File: config.mk
export PLATFORM = sky130hd
export DESIGN_NAME = intack_vec_seq
export DESIGN_NICKNAME = d
export VERILOG_FILES = /design/src/rtl/intack_pkg.sv /design/src/rtl/intack_edge.sv /design/src/rtl/intack_ack_fsm.sv /design/src/rtl/intack_poll_unit.sv /design/src/rtl/intack_vec_seq.sv
export SDC_FILE = /design/constraint.sdc
export NUM_CORES = 1
export LEC_CHECK = 0
export BUFFER_PORTS_ARGS = -buffer_cell sky130_fd_sc_hd__buf_2
export CAP_MARGIN = 5
export CORE_ASPECT_RATIO = 0.8
export CORE_MARGIN = 2
export CORE_UTILIZATION = 49
export CTS_CLUSTER_SIZE = 8
export DETAILED_ROUTE_END_ITERATION = 6
export PLACE_DENSITY = 0.93
export REMOVE_ABC_BUFFERS = 1
export SYNTH_ARGS = -nofsm -noshare
export SYNTH_HDL_FRONTEND = slang
export SYNTH_SLANG_ARGS = --single-unit
File: constraint.sdc
create_clock -name clk_i -period 3.55 [get_ports clk_i]
set_input_delay 0.5325 -clock clk_i [delete_from_list [all_inputs] [get_ports clk_i]]
set_output_delay 0.5325 -clock clk_i [all_outputs]
set_load 0.03 [all_outputs]
File: src/rtl/intack_pkg.sv
package intack_pkg;
  typedef enum logic [1:0] {ACK_IDLE, ACK_FIRST, ACK_GAP, ACK_SECOND} ack_phase_e;
  typedef enum logic [1:0] {RD_NONE, RD_POLL, RD_REG} rd_mode_e;
endpackage

File: src/rtl/intack_edge.sv
module intack_edge (
  input  logic clk_i,
  input  logic rst_ni,
  input  logic lvl_i,
  output logic rise_o,
  output logic fall_o
);
  logic q;
  always_ff @(posedge clk_i or negedge rst_ni)
    if (!rst_ni) q <= 1'b0;
    else         q <= lvl_i;
  assign rise_o = lvl_i & ~q;
  assign fall_o = ~lvl_i & q;
endmodule

File: src/rtl/intack_ack_fsm.sv
module intack_ack_fsm
  import intack_pkg::*;
#(
  parameter int LVL_W = 3,
  localparam int N_LVL = 1 << LVL_W
) (
  input  logic             clk_i,
  input  logic             rst_ni,
  input  logic             rise_i,
  input  logic             fall_i,
  input  logic             addr_i,
  input  logic             is_slave_i,
  input  logic             win_valid_i,
  input  logic [LVL_W-1:0] win_level_i,
  input  logic [N_LVL-1:0] slave_map_i,
  output logic             take_o,
  output ack_phase_e       phase_o,
  output logic [LVL_W-1:0] level_o,
  output logic             own_o,
  output logic             casc_o
);
  ack_phase_e       phase_q;
  logic [LVL_W-1:0] lvl_q;
  logic             own_q, casc_q, casc_d;

  assign casc_d = ~is_slave_i & win_valid_i & slave_map_i[win_level_i];
  assign take_o = rise_i & (phase_q == ACK_IDLE) & addr_i & win_valid_i;

  always_ff @(posedge clk_i or negedge rst_ni) begin
    if (!rst_ni) begin
      phase_q <= ACK_IDLE;
      lvl_q   <= '0;
      own_q   <= 1'b0;
      casc_q  <= 1'b0;
    end else begin
      unique case (phase_q)
        ACK_IDLE: if (rise_i) begin
          phase_q <= ACK_FIRST;
          lvl_q   <= win_valid_i ? win_level_i : {LVL_W{1'b1}}; // spurious -> lowest level
          casc_q  <= casc_d;
          own_q   <= addr_i & ~casc_d;
        end
        ACK_FIRST:  if (fall_i) phase_q <= ACK_GAP;
        ACK_GAP:    if (rise_i) phase_q <= ACK_SECOND;
        ACK_SECOND: if (fall_i) begin
          phase_q <= ACK_IDLE;
          own_q   <= 1'b0;
          casc_q  <= 1'b0;
        end
        default: phase_q <= ACK_IDLE;
      endcase
    end
  end

  assign phase_o = phase_q;
  assign level_o = lvl_q;
  assign own_o   = own_q;
  assign casc_o  = casc_q;
endmodule

File: src/rtl/intack_poll_unit.sv
module intack_poll_unit
  import intack_pkg::*;
#(
  parameter int LVL_W  = 3,
  parameter int DATA_W = 8,
  localparam int PAD_W = DATA_W - 1 - LVL_W
) (
  input  logic              clk_i,
  input  logic              rst_ni,
  input  logic              poll_cmd_i,
  input  logic              rise_i,
  input  logic              fall_i,
  input  logic              win_valid_i,
  input  logic [LVL_W-1:0]  win_level_i,
  output logic              take_o,
  output logic              armed_o,
  output rd_mode_e          mode_o,
  output logic [DATA_W-1:0] status_o
);
  logic              armed_q;
  rd_mode_e          mode_q;
  logic [DATA_W-1:0] stat_q;

  assign take_o = rise_i & armed_q & win_valid_i;

  always_ff @(posedge clk_i or negedge rst_ni) begin
    if (!rst_ni) begin
      armed_q <= 1'b0;
      mode_q  <= RD_NONE;
      stat_q  <= '0;
    end else begin
      if (rise_i)     armed_q <= 1'b0;
      if (poll_cmd_i) armed_q <= 1'b1;
      if (mode_q == RD_NONE) begin
        if (rise_i) begin
          mode_q <= armed_q ? RD_POLL : RD_REG;
          stat_q <= {win_valid_i, {PAD_W{1'b0}},
                     win_valid_i ? win_level_i : {LVL_W{1'b0}}};
        end
      end else if (fall_i) begin
        mode_q <= RD_NONE;
      end
    end
  end

  assign armed_o  = armed_q;
  assign mode_o   = mode_q;
  assign status_o = stat_q;
endmodule

File: src/rtl/intack_vec_seq.sv
module intack_vec_seq
  import intack_pkg::*;
#(
  parameter int LVL_W  = 3,
  parameter int DATA_W = 8,
  localparam int N_LVL  = 1 << LVL_W,
  localparam int BASE_W = DATA_W - LVL_W
) (
  input  logic              clk_i,
  input  logic              rst_ni,
  input  logic              inta_i,
  input  logic              rd_i,
  input  logic              poll_cmd_i,
  input  logic              win_valid_i,
  input  logic [LVL_W-1:0]  win_level_i,
  output logic              latch_o,
  output logic [LVL_W-1:0]  latch_level_o,
  input  logic              is_slave_i,
  input  logic [LVL_W-1:0]  cas_id_i,
  input  logic [LVL_W-1:0]  cas_i,
  input  logic [N_LVL-1:0]  slave_map_i,
  output logic [LVL_W-1:0]  cas_o,
  output logic              cas_oe_o,
  input  logic [BASE_W-1:0] vec_base_i,
  input  logic [DATA_W-1:0] reg_data_i,
  output logic [DATA_W-1:0] data_o,
  output logic              data_oe_o
);
  logic              ack_rise, ack_fall, rd_rise, rd_fall;
  logic              addr, ack_take, poll_take, own, casc, poll_armed;
  logic [LVL_W-1:0]  ack_level;
  logic [DATA_W-1:0] poll_status;
  ack_phase_e        ack_phase;
  rd_mode_e          rd_mode;

  intack_edge u_ack_edge (.clk_i, .rst_ni, .lvl_i(inta_i), .rise_o(ack_rise), .fall_o(ack_fall));
  intack_edge u_rd_edge  (.clk_i, .rst_ni, .lvl_i(rd_i),   .rise_o(rd_rise),  .fall_o(rd_fall));

  assign addr = ~is_slave_i | (cas_i == cas_id_i);

  intack_ack_fsm #(.LVL_W(LVL_W)) u_ack (
    .clk_i, .rst_ni, .rise_i(ack_rise), .fall_i(ack_fall), .addr_i(addr),
    .is_slave_i, .win_valid_i, .win_level_i, .slave_map_i,
    .take_o(ack_take), .phase_o(ack_phase), .level_o(ack_level),
    .own_o(own), .casc_o(casc)
  );

  intack_poll_unit #(.LVL_W(LVL_W), .DATA_W(DATA_W)) u_poll (
    .clk_i, .rst_ni, .poll_cmd_i, .rise_i(rd_rise), .fall_i(rd_fall),
    .win_valid_i, .win_level_i, .take_o(poll_take), .armed_o(poll_armed),
    .mode_o(rd_mode), .status_o(poll_status)
  );

  assign latch_o       = ack_take | poll_take;
  assign latch_level_o = win_level_i;
  assign cas_o         = casc ? ack_level : '0;
  assign cas_oe_o      = casc;

  always_comb begin
    data_oe_o = 1'b1;
    unique case (rd_mode)
      RD_POLL: data_o = poll_status;
      RD_REG:  data_o = reg_data_i;
      default: begin
        data_o    = {vec_base_i, ack_level};
        data_oe_o = (ack_phase == ACK_SECOND) & own;
        if (!data_oe_o) data_o = '0;
      end
    endcase
  end
endmodule

## After elaboration in Yosys (flattened, before gate mapping)

Index checks and enable logic that the tools add are counted.

- Flip-flop bits (word level): 16
- Input bits: 37
- Output and inout bits: 17
- Word-level logic and storage cells: 77

- $lt $le $gt $ge: 1
- Equality and inequality tests: 11
- Multiplexer cells: 24
- Bitwise logic cells: 21
- Reduce and logical (&&, ||, !) cells: 11

Operators with widths:

| kind | count |
|---|---|
| $mux W2 | 8 |
| $pmux W8 S2 | 1 |
| $and A1 B1 Y1 | 13 |
| $mux W3 | 3 |
| $mux W8 | 1 |
| $pmux W2 S4 | 1 |
| $mux W1 | 7 |
| $eq A2 B2 Y1 const B | 3 |
| $ne A2 B1 Y1 const B | 3 |
| $not A1 Y1 | 6 |
| $reduce_and A2 Y1 | 3 |
| $reduce_bool A2 Y1 | 3 |
| $eq A2 B1 Y1 const B | 2 |
| $logic_not A2 Y1 | 2 |
| $lt A3 B4 Y1 const B | 1 |
| $ne A2 B2 Y1 const B | 2 |
| $pmux W1 S2 | 2 |
| $reduce_and A4 Y1 | 1 |
| $bmux W1 S3 | 1 |
| $eq A3 B3 Y1 | 1 |
| $reduce_and A3 Y1 | 1 |
| $or A1 B1 Y1 | 2 |
| $reduce_or A2 Y1 | 1 |

## Longest topological paths before layout

Gate-level depths: netlist of the first run.

- Depth after elaboration: 7
- Depth in mapped cells: 6
- Gate-level depth less buffers: 6

## Cells and area by module

A second synthesis of the first run with hierarchy kept.

- Cells, all modules: 122
- Area, all modules: 1,176.1 µm²

By module, submodules not included:

| module | instances | cells an instance | area each (µm²) | seq. area each (µm²) |
|---|---|---|---|---|
| intack_ack_fsm | 1 | 47 | 456.7 | 175.2 |
| intack_poll_unit | 1 | 31 | 347.8 | 175.2 |
| intack_vec_seq | 1 | 38 | 291.5 | 0.0 |
| intack_edge | 2 | 3 | 40.0 | 25.0 |

## Worst setup path before layout of the first run

OpenSTA, ideal clock, no wires.

- Path kind: register -> output
- From: register u_ack.phase_q[0], in the netlist u_ack.phase_o[0]
- To: output port latch_o
- Arrival: 1.562 ns
- Required time: 3.017 ns
- Slack: 1.455 ns
- Stages on the path, launching flop included: 6
- Buffers on the path: 0
- Path through: dfrtp_1 -> inv_1 -> ha_1 -> nand3b_1 -> a21o_1 -> a21boi_1

- Cells in the longest elaborated chain, start to end: 5

Ends and longest elaborated chain:

| item | RTL line | RTL |
|---|---|---|
| start: declaration | intack_ack_fsm.sv:22 | `ack_phase_e phase_q;` |
| start signal: assignment | intack_ack_fsm.sv:31 | `phase_q <= ACK_IDLE;` |
| start signal: assignment | intack_ack_fsm.sv:38 | `phase_q <= ACK_FIRST;` |
| start signal: assignment | intack_ack_fsm.sv:43 | `ACK_FIRST: if (fall_i) phase_q <= ACK_GAP;` |
| $logic_not A2 Y1 | intack_ack_fsm.sv:27 | `assign take_o = rise_i & (phase_q == ACK_IDLE) & addr_i & win_valid_i;` |
| $and A1 B1 Y1 (3 in series) | intack_ack_fsm.sv:27 |  |
| $or A1 B1 Y1 | intack_vec_seq.sv:54 | `assign latch_o = ack_take \| poll_take;` |
| end: declaration | intack_vec_seq.sv:16 | `output logic latch_o,` |

Every way passes these cells.

## Worst setup path in the final report of the first run

- From: register u_poll.mode_q[1], in the netlist u_poll.mode_o[1]
- To: output port data_o[3]

- Cells in the longest elaborated chain, start to end: 2
- Elaborated cells on any way between the ends: 3
- Classes of those cells: 2 x eq/ne; 1 x mux

Ends and longest elaborated chain:

| item | RTL line | RTL |
|---|---|---|
| start: declaration | intack_poll_unit.sv:21 | `rd_mode_e mode_q;` |
| start signal: assignment | intack_poll_unit.sv:36 | `mode_q <= armed_q ? RD_POLL : RD_REG;` |
| $eq A2 B2 Y1 / $eq A2 B1 Y1 (equally long branches) | intack_vec_seq.sv:61 | `unique case (rd_mode)` |
| $pmux W8 S2 * | intack_vec_seq.sv:61 |  |
| end: declaration | intack_vec_seq.sv:26 | `output logic [DATA_W-1:0] data_o,` |

Every way passes the cells marked *; elsewhere a longest branch is shown, timed or not.

==> results of run 1 <==
==> power groups by stage <==
| stage | clock network (mW) | logic (mW) | registers (mW) |
|---|---|---|---|
| detailed placement | 0 | 0.530 | 0.321 |
| CTS | 0.0959 | 0.532 | 0.317 |
| finish | 0.0945 | 0.528 | 0.317 |
| global placement | 0 | 0.504 | 0.313 |
| floorplan | 0 | 0.384 | 0.305 |
| global route | 0.103 | 0.588 | 0.326 |
==> per-layer routing <==
layer | vias up | part of all wire
met1 | 478 | 0.42
met3 | 5 | 0.095
met4 | 0 | 0.016
li1 | 522 | -
met2 | 52 | 0.47
met5 | - | 0
==> cell families after synthesis <==
group	after synthesis	synth area share
flops	16	0.356
mux	6	0.0667
buf+inv	11	0.0501
fa+ha+maj	8	0.0890
simple gates	45	0.216
compound gates	31	0.199
xor+xnor	3	0.0234
==> registers in the layout (all words and copies together) (netlist names) <==
name             flops
u_ack.level_o        3
u_ack_edge.q         1
u_poll.status_o      4
u_poll.mode_o        2
u_rd_edge.q          1
u_ack.own_o          1
u_poll.armed_o       1
u_ack.phase_o        2
u_ack.casc_o         1
==> layout make-up <==
type	instances	area [um^2]
fillers	183	748
multi-input cells	93	668
well taps	25	31.3
repair buffers	53	265
inverters	6	22.5
clock buffers	3	22.5
flip-flops and latches	16	400
==> path summary, 6_finish.rpt <==
kind	end	slack (ps)	cells after the start
max in group asynchronous	u_rd_edge.q$_DFF_PN0_	3160	1
worst max-delay path	data_o[3]	1050	5
min in group clk_i	u_ack_edge.q$_DFF_PN0_	390	1
worst min register to register	u_poll.status_o[1]$_DFFE_PN0P_	520	2
worst min-delay path	u_ack.phase_o[0]$_DFFE_PN0P_	140	1
worst max register to register	u_ack.own_o$_DFFE_PN0P_	1960	5
==> cells in the mapped netlist (2+ instances only) <==
cell type | count | share of area
a32oi_1 | 4 | 0.031
nor2_1 | 8 | 0.027
mux2i_1 | 3 | 0.027
nand2b_1 | 2 | 0.011
a22o_1 | 4 | 0.031
nor2b_1 | 4 | 0.022
nand2_1 | 21 | 0.070
o21ai_0 | 3 | 0.013
and2_1 | 4 | 0.022
inv_1 | 5 | 0.017
buf_4 | 4 | 0.027
ha_1 | 8 | 0.089
dfrtp_1 | 16 | 0.36
mux2_1 | 2 | 0.020
a221oi_1 | 2 | 0.016
o21ai_1 | 7 | 0.031
xnor2_1 | 3 | 0.023
a21oi_1 | 3 | 0.013
==> per-stage QoR <==
step / hold slack (ps) / cells / setup slack, ps / util / total power [mW]
final: 137 / 196 / 1050 / 0.653 / 0.939
after global routing: 161 / 196 / 940 / 0.653 / 1.02
after CTS: 146 / 196 / 1050 / 0.653 / 0.945
after detailed placement: 460 / 193 / 1380 / 0.643 / 0.851
after global placement: 452 / 193 / 1500 / 0.643 / 0.817
after floorplan: 237 / 115 / 1460 / - / 0.689
==> out/summary.txt, run 1 <==
status -> finished clean
CP top delay family -> simple AND/OR/NAND/NOR gates
Worst setup SP type -> register
FF+latch count, synth -> 16
Post-CTS Setup Repair Bufs -> 0
crit path capture type -> output pin
kind of critical path -> register to output pin
DRT Wirelength -> 2560 um
Setup TNS -> 0 ps
fin crit share -> 0.704
CTS sink count -> 16
crit path DAT -> 1970 ps
Max stage delay cell, worst path -> nor2_1
Yosys Warn Count -> 0
achievable frequency -> 400 MHz
Rel. slew slack -> 0.680
# setup viols final -> 0
first-pass GRT wire length -> 4070 um
M1 GR Usage -> 0.244
worst slew pin tran -> 478 ps
row count -> 15
CP startpoint -> u_poll.mode_o[1]$_DFFE_PN0P_
CTS resizes -> 0
unrepaired setup endpoints after global routing -> no
GR Layer Usage met3 -> 0.0248
Synth async-reset ratio -> 1.00
Initial DRT Pass Iterations -> 4
Logic pwr share -> 0.562
WL per Instance -> 13.1 um
DIE AREA -> 0.00270 mm^2
GRT overflow -> 0
Netlist Area Pre-Place -> 0.00112 mm^2
chip height -> 46.9 um
Main synth FF type -> dfrtp_1
Int Power -> 0.494 mW
quantity of I/O buffers inserted on ports -> 53
switching pwr -> 0.446 mW
antenna viol nets, final -> 0
RePlAce Congestion -> 0.782
pin count of the biggest net entering global routing -> 17
clk root buf -> clkbuf_4
Avg Cell Area, Syn -> 9.37 um^2
Worst-path clk slew -> 90 ps
Slew Viols, Final -> 0
clk_skew -> 0.561 ps
most frequent cells in the layout -> buf_2, nand2_1, dfrtp_1
cell-by-cell listing of the critical path -> inv_1 -> ha_1 -> nor2_1 -> a22o_1 -> buf_2
Vias/cell -> 5.39
Remaining DRCs -> 0
DP HPWL -> 2160 um
GR peak layer -> met2
total global routing track utilization -> 0.199
critical path peak fanout -> 8
synthesis-to-finish area growth -> 25.4%
nets -> 218
Num CTS Buffers -> 3
final hold vios -> 0
Buf/Inv on CP -> 2
Post-DP Area -> 0.00139 mm^2
hold-fix buffers at CTS -> 0
Starting Density -> 0.521
minimum clock period -> 2500 ps
Longest Clk Path Bufs -> 2
H-tree levels -> 1
Post-synth EDFFs -> 0
core footprint -> 0.00216 mm^2
switch share -> 0.474
Hold Crit Class -> input port to async pin
Reg-to-Reg Start -> u_ack.phase_o[0]$_DFFE_PN0P_
sequential-to-total area share from yosys stat -> 0.356
initial antenna violation count -> 0
CP max stage delay -> 420 ps
Lkg Pwr -> 0.753 nW
max-cap viol count -> 0
vias in the first global route -> 999
commonest non-fill, non-tap cell in the layout -> buf_2
I/O pin cnt -> 54
post-synth cell types -> 35
final instance area -> 0.00141 mm^2
Peak VDD IR -> 0.416 mV
PwrDens -> 666 mW/mm^2
Seq pwr share -> 0.337
routed via count -> 1057
clock power share -> 0.101
# diodes -> 0
DIE WIDTH -> 57.6 um
Initial DRC Count -> 15
Required @ worst endpoint -> 3020 ps
share of post-route cells with drive strength above 1 -> 0.374
GR Layer Usage met2 -> 0.366
Gate Count Post-Synth -> 120
clock insertion delay at the later pin of the skew report -> 290 ps
CTS tree -> yes
Note: power is estimated with default switching activity, not from simulation.
==> run 2, diff against run 1 <==
Settings changed: CORE_UTILIZATION 49 to 46, PLACE_DENSITY 0.93 to 0.89.
Clock period 3.55 ns to 2.3 ns, I/O delays scaled along.
==> out/summary.txt, run 2 (same netlist as run 1, synthesis figures left out) <==
Post-CTS Setup Repair Bufs -> 0
status -> finished clean
nets -> 220
total global routing track utilization -> 0.204
Starting Density -> 0.504
PwrDens -> 1050 mW/mm^2
multi-input logic area -> 679 um^2
DIE AREA -> 0.00286 mm^2
GRT overflow -> 0
DP HPWL -> 2250 um
Initial DRC Count -> 56
worst slew pin tran -> 428 ps
hold path start -> inta_i
Setup TNS -> 0 ps
Worst setup SP type -> register
final hold vios -> 0
PnR worst setup slack -> 137 ps
vias in the first global route -> 957
commonest non-fill, non-tap cell in the layout -> buf_2
Required @ worst endpoint -> 1960 ps
minimum clock period -> 2160 ps
DIE WIDTH -> 59.3 um
Reg-to-Reg Start -> u_ack.phase_o[0]$_DFFE_PN0P_
unrepaired setup endpoints after global routing -> no
Longest Clk Path Bufs -> 2
Post-DP Area -> 0.00140 mm^2
flip-flop count of the largest register after layout -> 4
first-pass GRT wire length -> 4160 um
Hold EP -> u_ack_edge.q$_DFF_PN0_
kind of critical path -> register to output pin
Hold Path Cell Cnt -> 1
Initial DRT Pass Iterations -> 4
fin crit share -> 0.941
hold slack -> 197 ps
Reg area -> 400 um^2
clk_skew -> 0.985 ps
quantity of I/O buffers inserted on ports -> 53
pre-CTS WS -> 317 ps
row count -> 15
I/O pin cnt -> 54
routed via count -> 1101
Lkg Pwr -> 0.769 nW
pin count of the biggest net entering global routing -> 17
crit path capture type -> output pin
Slew Viols, Final -> 0
# diodes -> 0
Rel. slew slack -> 0.712
Vias/cell -> 5.53
Layout fillers -> 172
WL per Instance -> 13.9 um
Remaining DRCs -> 0
fin util -> 0.650
antenna viol nets, final -> 0
Hold Crit Class -> input port to register
core footprint -> 0.00223 mm^2
# setup viols final -> 0
Reg-to-Reg End -> u_ack.own_o$_DFFE_PN0P_
clk root buf -> clkbuf_4
most frequent cells in the layout -> buf_2, nand2_1, dfrtp_1
Peak VDD IR -> 0.411 mV
Num CTS Buffers -> 3
critical path peak fanout -> 8
worst r2r path cells -> 6
share of post-route cells with drive strength above 1 -> 0.397
chip height -> 48.2 um
CTS sink count -> 16
clock insertion delay at the later pin of the skew report -> 290 ps
H-tree levels -> 1
max-cap viol count -> 0
achievable frequency -> 462 MHz
FF-to-FF setup slack -> 650 ps
Worst-path clk slew -> 90 ps
DRT Wirelength -> 2760 um
CTS tree -> yes
initial antenna violation count -> 0
synthesis-to-finish area growth -> 29.1%
RePlAce Congestion -> 0.848
final instance area -> 0.00145 mm^2
crit path DAT -> 1820 ps
[run 2: cell types whose count changed in the layout (fill, tap and decap cells not counted), sizes merged]
| cell | before | now |
|---|---|---|
| buf | 53 | 54 |
| clkbuf | 3 | 4 |
| dlygate4sd3 | 0 | 1 |
[run 2: metrics by stage]
| step | total power [mW] | instances |
|---|---|---|
| 2_1_floorplan | 1.06 | 115 |
| 3_3_place_gp | 1.26 | 194 |
| 3_5_place_dp | 1.32 | 194 |
| 4_1_cts | 1.51 | 199 |
| 5_1_grt | 1.65 | 199 |
| 6_report | 1.53 | 199 |
[run 2: routing by layer]
layer | track usage | share of wire | vias up
met5 | 0 | 0 | -
met4 | 0.0818 | 0.0098 | 0
met3 | 0.0371 | 0.080 | 4
met2 | 0.371 | 0.48 | 64
met1 | 0.244 | 0.42 | 509
li1 | - | - | 524
[run 2: critical path, stage by stage (launching register included)]
cell and delay [ps]:
dfrtp_1 420, inv_1 100, ha_2 320, and2_2 270, a32oi_1 180, nand2_1 70
buf_2 170
[run 2: worst max-delay path by stage]
stage | from | end | slack, ps | cells after the start
6_report | u_poll.mode_o[0]$_DFFE_PN0P_ | data_o[2] | 140 | 6
5_1_grt | u_poll.mode_o[0]$_DFFE_PN0P_ | data_o[2] | 50 | 6
3_3_place_gp | u_poll.mode_o[0]$_DFFE_PN0P_ | data_o[3] | 440 | 5
4_1_cts | u_poll.mode_o[0]$_DFFE_PN0P_ | data_o[2] | 90 | 6
2_1_floorplan | u_ack.phase_o[0]$_DFFE_PN0P_ | latch_o | 390 | 5
3_5_place_dp | u_poll.mode_o[0]$_DFFE_PN0P_ | data_o[6] | 320 | 5
[run 2: cell type report]
cell class / instances / area share
multi-input cells: 93 / 0.468
flip-flops and latches: 16 / 0.276
repair buffers: 55 / 0.195
clock buffers: 4 / 0.0250
well taps: 25 / 0.0215
inverters: 6 / 0.0155
[run 2: repair_timing]
item,CTS,global route
hold buffers,1,0
hold endpoints to repair,16,0
endpoints found under the setup margin,1,4
resized for setup,1,3
[run 2: report_power, final]
group	switching [mW]	total [mW]	internal (mW)
sequential	0.100	0.495	0.395
combinational	0.525	0.849	0.324
clock	0.0891	0.186	0.0965
==> run 3, diff against run 2 <==
Settings changed: PLACE_DENSITY 0.89 to 0.88, SYNTH_HIERARCHICAL set to 1.
==> out/summary.txt, run 3 <==
unrepaired setup endpoints after global routing -> no
DIE WIDTH -> 60.5 um
synthesis-to-finish area growth -> 24.7%
Post-Synth Adder-Cell Area -> 0.0638
PwrDens -> 847 mW/mm^2
initial antenna violation count -> 0
Compound-Gate Fraction of Synth Area -> 0.210
core footprint -> 0.00244 mm^2
I/O pin cnt -> 54
hold slack -> 185 ps
worst r2r path cells -> 6
FF-to-FF setup slack -> 620 ps
clk root buf -> clkbuf_4
Vias/cell -> 5.20
GRT overflow -> 0
fin util -> 0.600
row count -> 16
Avg Cell Area, Syn -> 9.64 um^2
Longest Clk Path Bufs -> 2
crit path DAT -> 1790 ps
Starting Density -> 0.482
status -> finished clean
Slew Viols, Final -> 0
Post-DP Area -> 0.00142 mm^2
WL per Instance -> 13.4 um
total global routing track utilization -> 0.195
Synth async-reset ratio -> 1.00
Num CTS Buffers -> 3
Synth top area share -> 0.340
nets -> 216
share of post-route cells with drive strength above 1 -> 0.401
Reg-to-Reg End -> u_ack/own_o$_DFFE_PN0P_
Lkg Pwr -> 0.738 nW
commonest cells in the netlist -> dfrtp_1, inv_1, a22oi_1, o2bb2ai_1
Simple-Gate Fraction of Synth Area -> 0.161
CP endpoint -> data_o[6]
pre-CTS WS -> 348 ps
CTS sink count -> 16
most frequent cells in the layout -> buf_2, dfrtp_1, inv_1
pin count of the biggest net entering global routing -> 17
flip-flop count of the largest register after layout -> 4
achievable frequency -> 469 MHz
Total Power -> 1.24 mW
critical path peak fanout -> 8
commonest non-fill, non-tap cell in the layout -> buf_2
FF+latch count, synth -> 16
Setup TNS -> 0 ps
H-tree levels -> 1
Worst-path clk slew -> 100 ps
routed via count -> 1082
antenna viol nets, final -> 0
count leader, synth -> dfrtp_1
DRT Wirelength -> 2790 um
first-pass GRT wire length -> 4340 um
Yosys Warn Count -> 6
kind of critical path -> register to output pin
vias in the first global route -> 1028
area leader, netlist -> dfrtp_1
CTS tree -> yes
minimum clock period -> 2130 ps
largest family of logic cells by synthesized area -> compound AO/OA/AOI/OAI gates
crit path capture type -> output pin
sequential-to-total area share from yosys stat -> 0.340
Gate Count Post-Synth -> 122
clk_skew -> 2.99 ps
PnR worst setup slack -> 169 ps
Netlist Area Pre-Place -> 0.00118 mm^2
final instance area -> 0.00147 mm^2
top cells by area, synth -> dfrtp_1, ha_1, o2bb2ai_1
Remaining DRCs -> 0
Non-Filler Instances -> 208
Reg-to-Reg Start -> u_ack/phase_o[0]$_DFFE_PN0P_
xor/xnor share of the synthesized area -> 0.0223
Hold Crit Class -> input port to register
# setup viols final -> 0
Main synth FF type -> dfrtp_1
DIE AREA -> 0.00298 mm^2
final hold vios -> 0
RePlAce Congestion -> 0.823
DP HPWL -> 2240 um
Required @ worst endpoint -> 1960 ps
chip height -> 49.2 um
Inst Count DP -> 203
Post-synth EDFFs -> 0
CP startpoint -> u_poll/mode_o[0]$_DFFE_PN0P_
quantity of I/O buffers inserted on ports -> 53
multiplexer share of the synthesized area -> 0.0840
Initial DRT Pass Iterations -> 4
max-cap viol count -> 0
Worst setup SP type -> register
Post-CTS Setup Repair Bufs -> 0
# diodes -> 0
fin crit share -> 0.927
post-synth cell types -> 38
Peak VDD IR -> 0.439 mV
Initial DRC Count -> 23
clock insertion delay at the later pin of the skew report -> 280 ps
run 3: worst min path at each step:
stage	start	to	slack (ps)	cells past startpoint
detailed placement	rst_ni	u_ack/level_o[2]$_DFFE_PN0P_	280	1
global placement	rst_ni	u_ack/level_o[2]$_DFFE_PN0P_	270	1
floorplan	rst_ni	u_ack/casc_o$_DFFE_PN0P_	50	0
CTS	rd_i	u_rd_edge/q$_DFF_PN0_	180	1
global route	rd_i	u_rd_edge/q$_DFF_PN0_	150	1
finish	rd_i	u_rd_edge/q$_DFF_PN0_	190	1
run 3: logic make-up after synthesis:
kind of cell,Yosys count
and+or+nand+nor,30
buffers and inverters,25
muxes,8
xor gates and xnor gates,3
DFF,16
AOI/OAI and AO/OA,33
adders and majority gates,6
other,1
run 3: where the power goes:
| group | switching, mW | internal (mW) |
|---|---|---|
| combinational | 0.363 | 0.240 |
| sequential | 0.0852 | 0.367 |
| clock | 0.0907 | 0.0963 |
| total | 0.539 | 0.703 |
run 3: final cells by class:
class | count | area [um^2]
multi-input combinational | 84 | 652
timing repair buffer | 55 | 283
sequential | 16 | 402
tap | 36 | 45.0
fill | 225 | 976
inverter | 13 | 48.8
clock buffer | 4 | 36.3
run 3: repair_timing:
action,4_1_cts,5_1_grt
setup endpoints to repair,0,8
resized for setup,0,2
endpoints found under the hold margin,16,0
hold buffers,1,0
run 3: per-layer routing:
| metal | vias to the layer above | wire length, um | track usage |
|---|---|---|---|
| met5 | - | 0 | 0 |
| met1 | 508 | 1180 | 0.224 |
| met4 | 0 | 0 | 0.0471 |
| li1 | 524 | - | - |
| met3 | 0 | 215 | 0.0584 |
| met2 | 50 | 1390 | 0.348 |
run 3: critical path: stages, from the launching register on:
cell       delay, ps
dfrtp_2          440
inv_1             60
ha_1             300
and4_2           340
o2bb2ai_1        140
buf_2            210
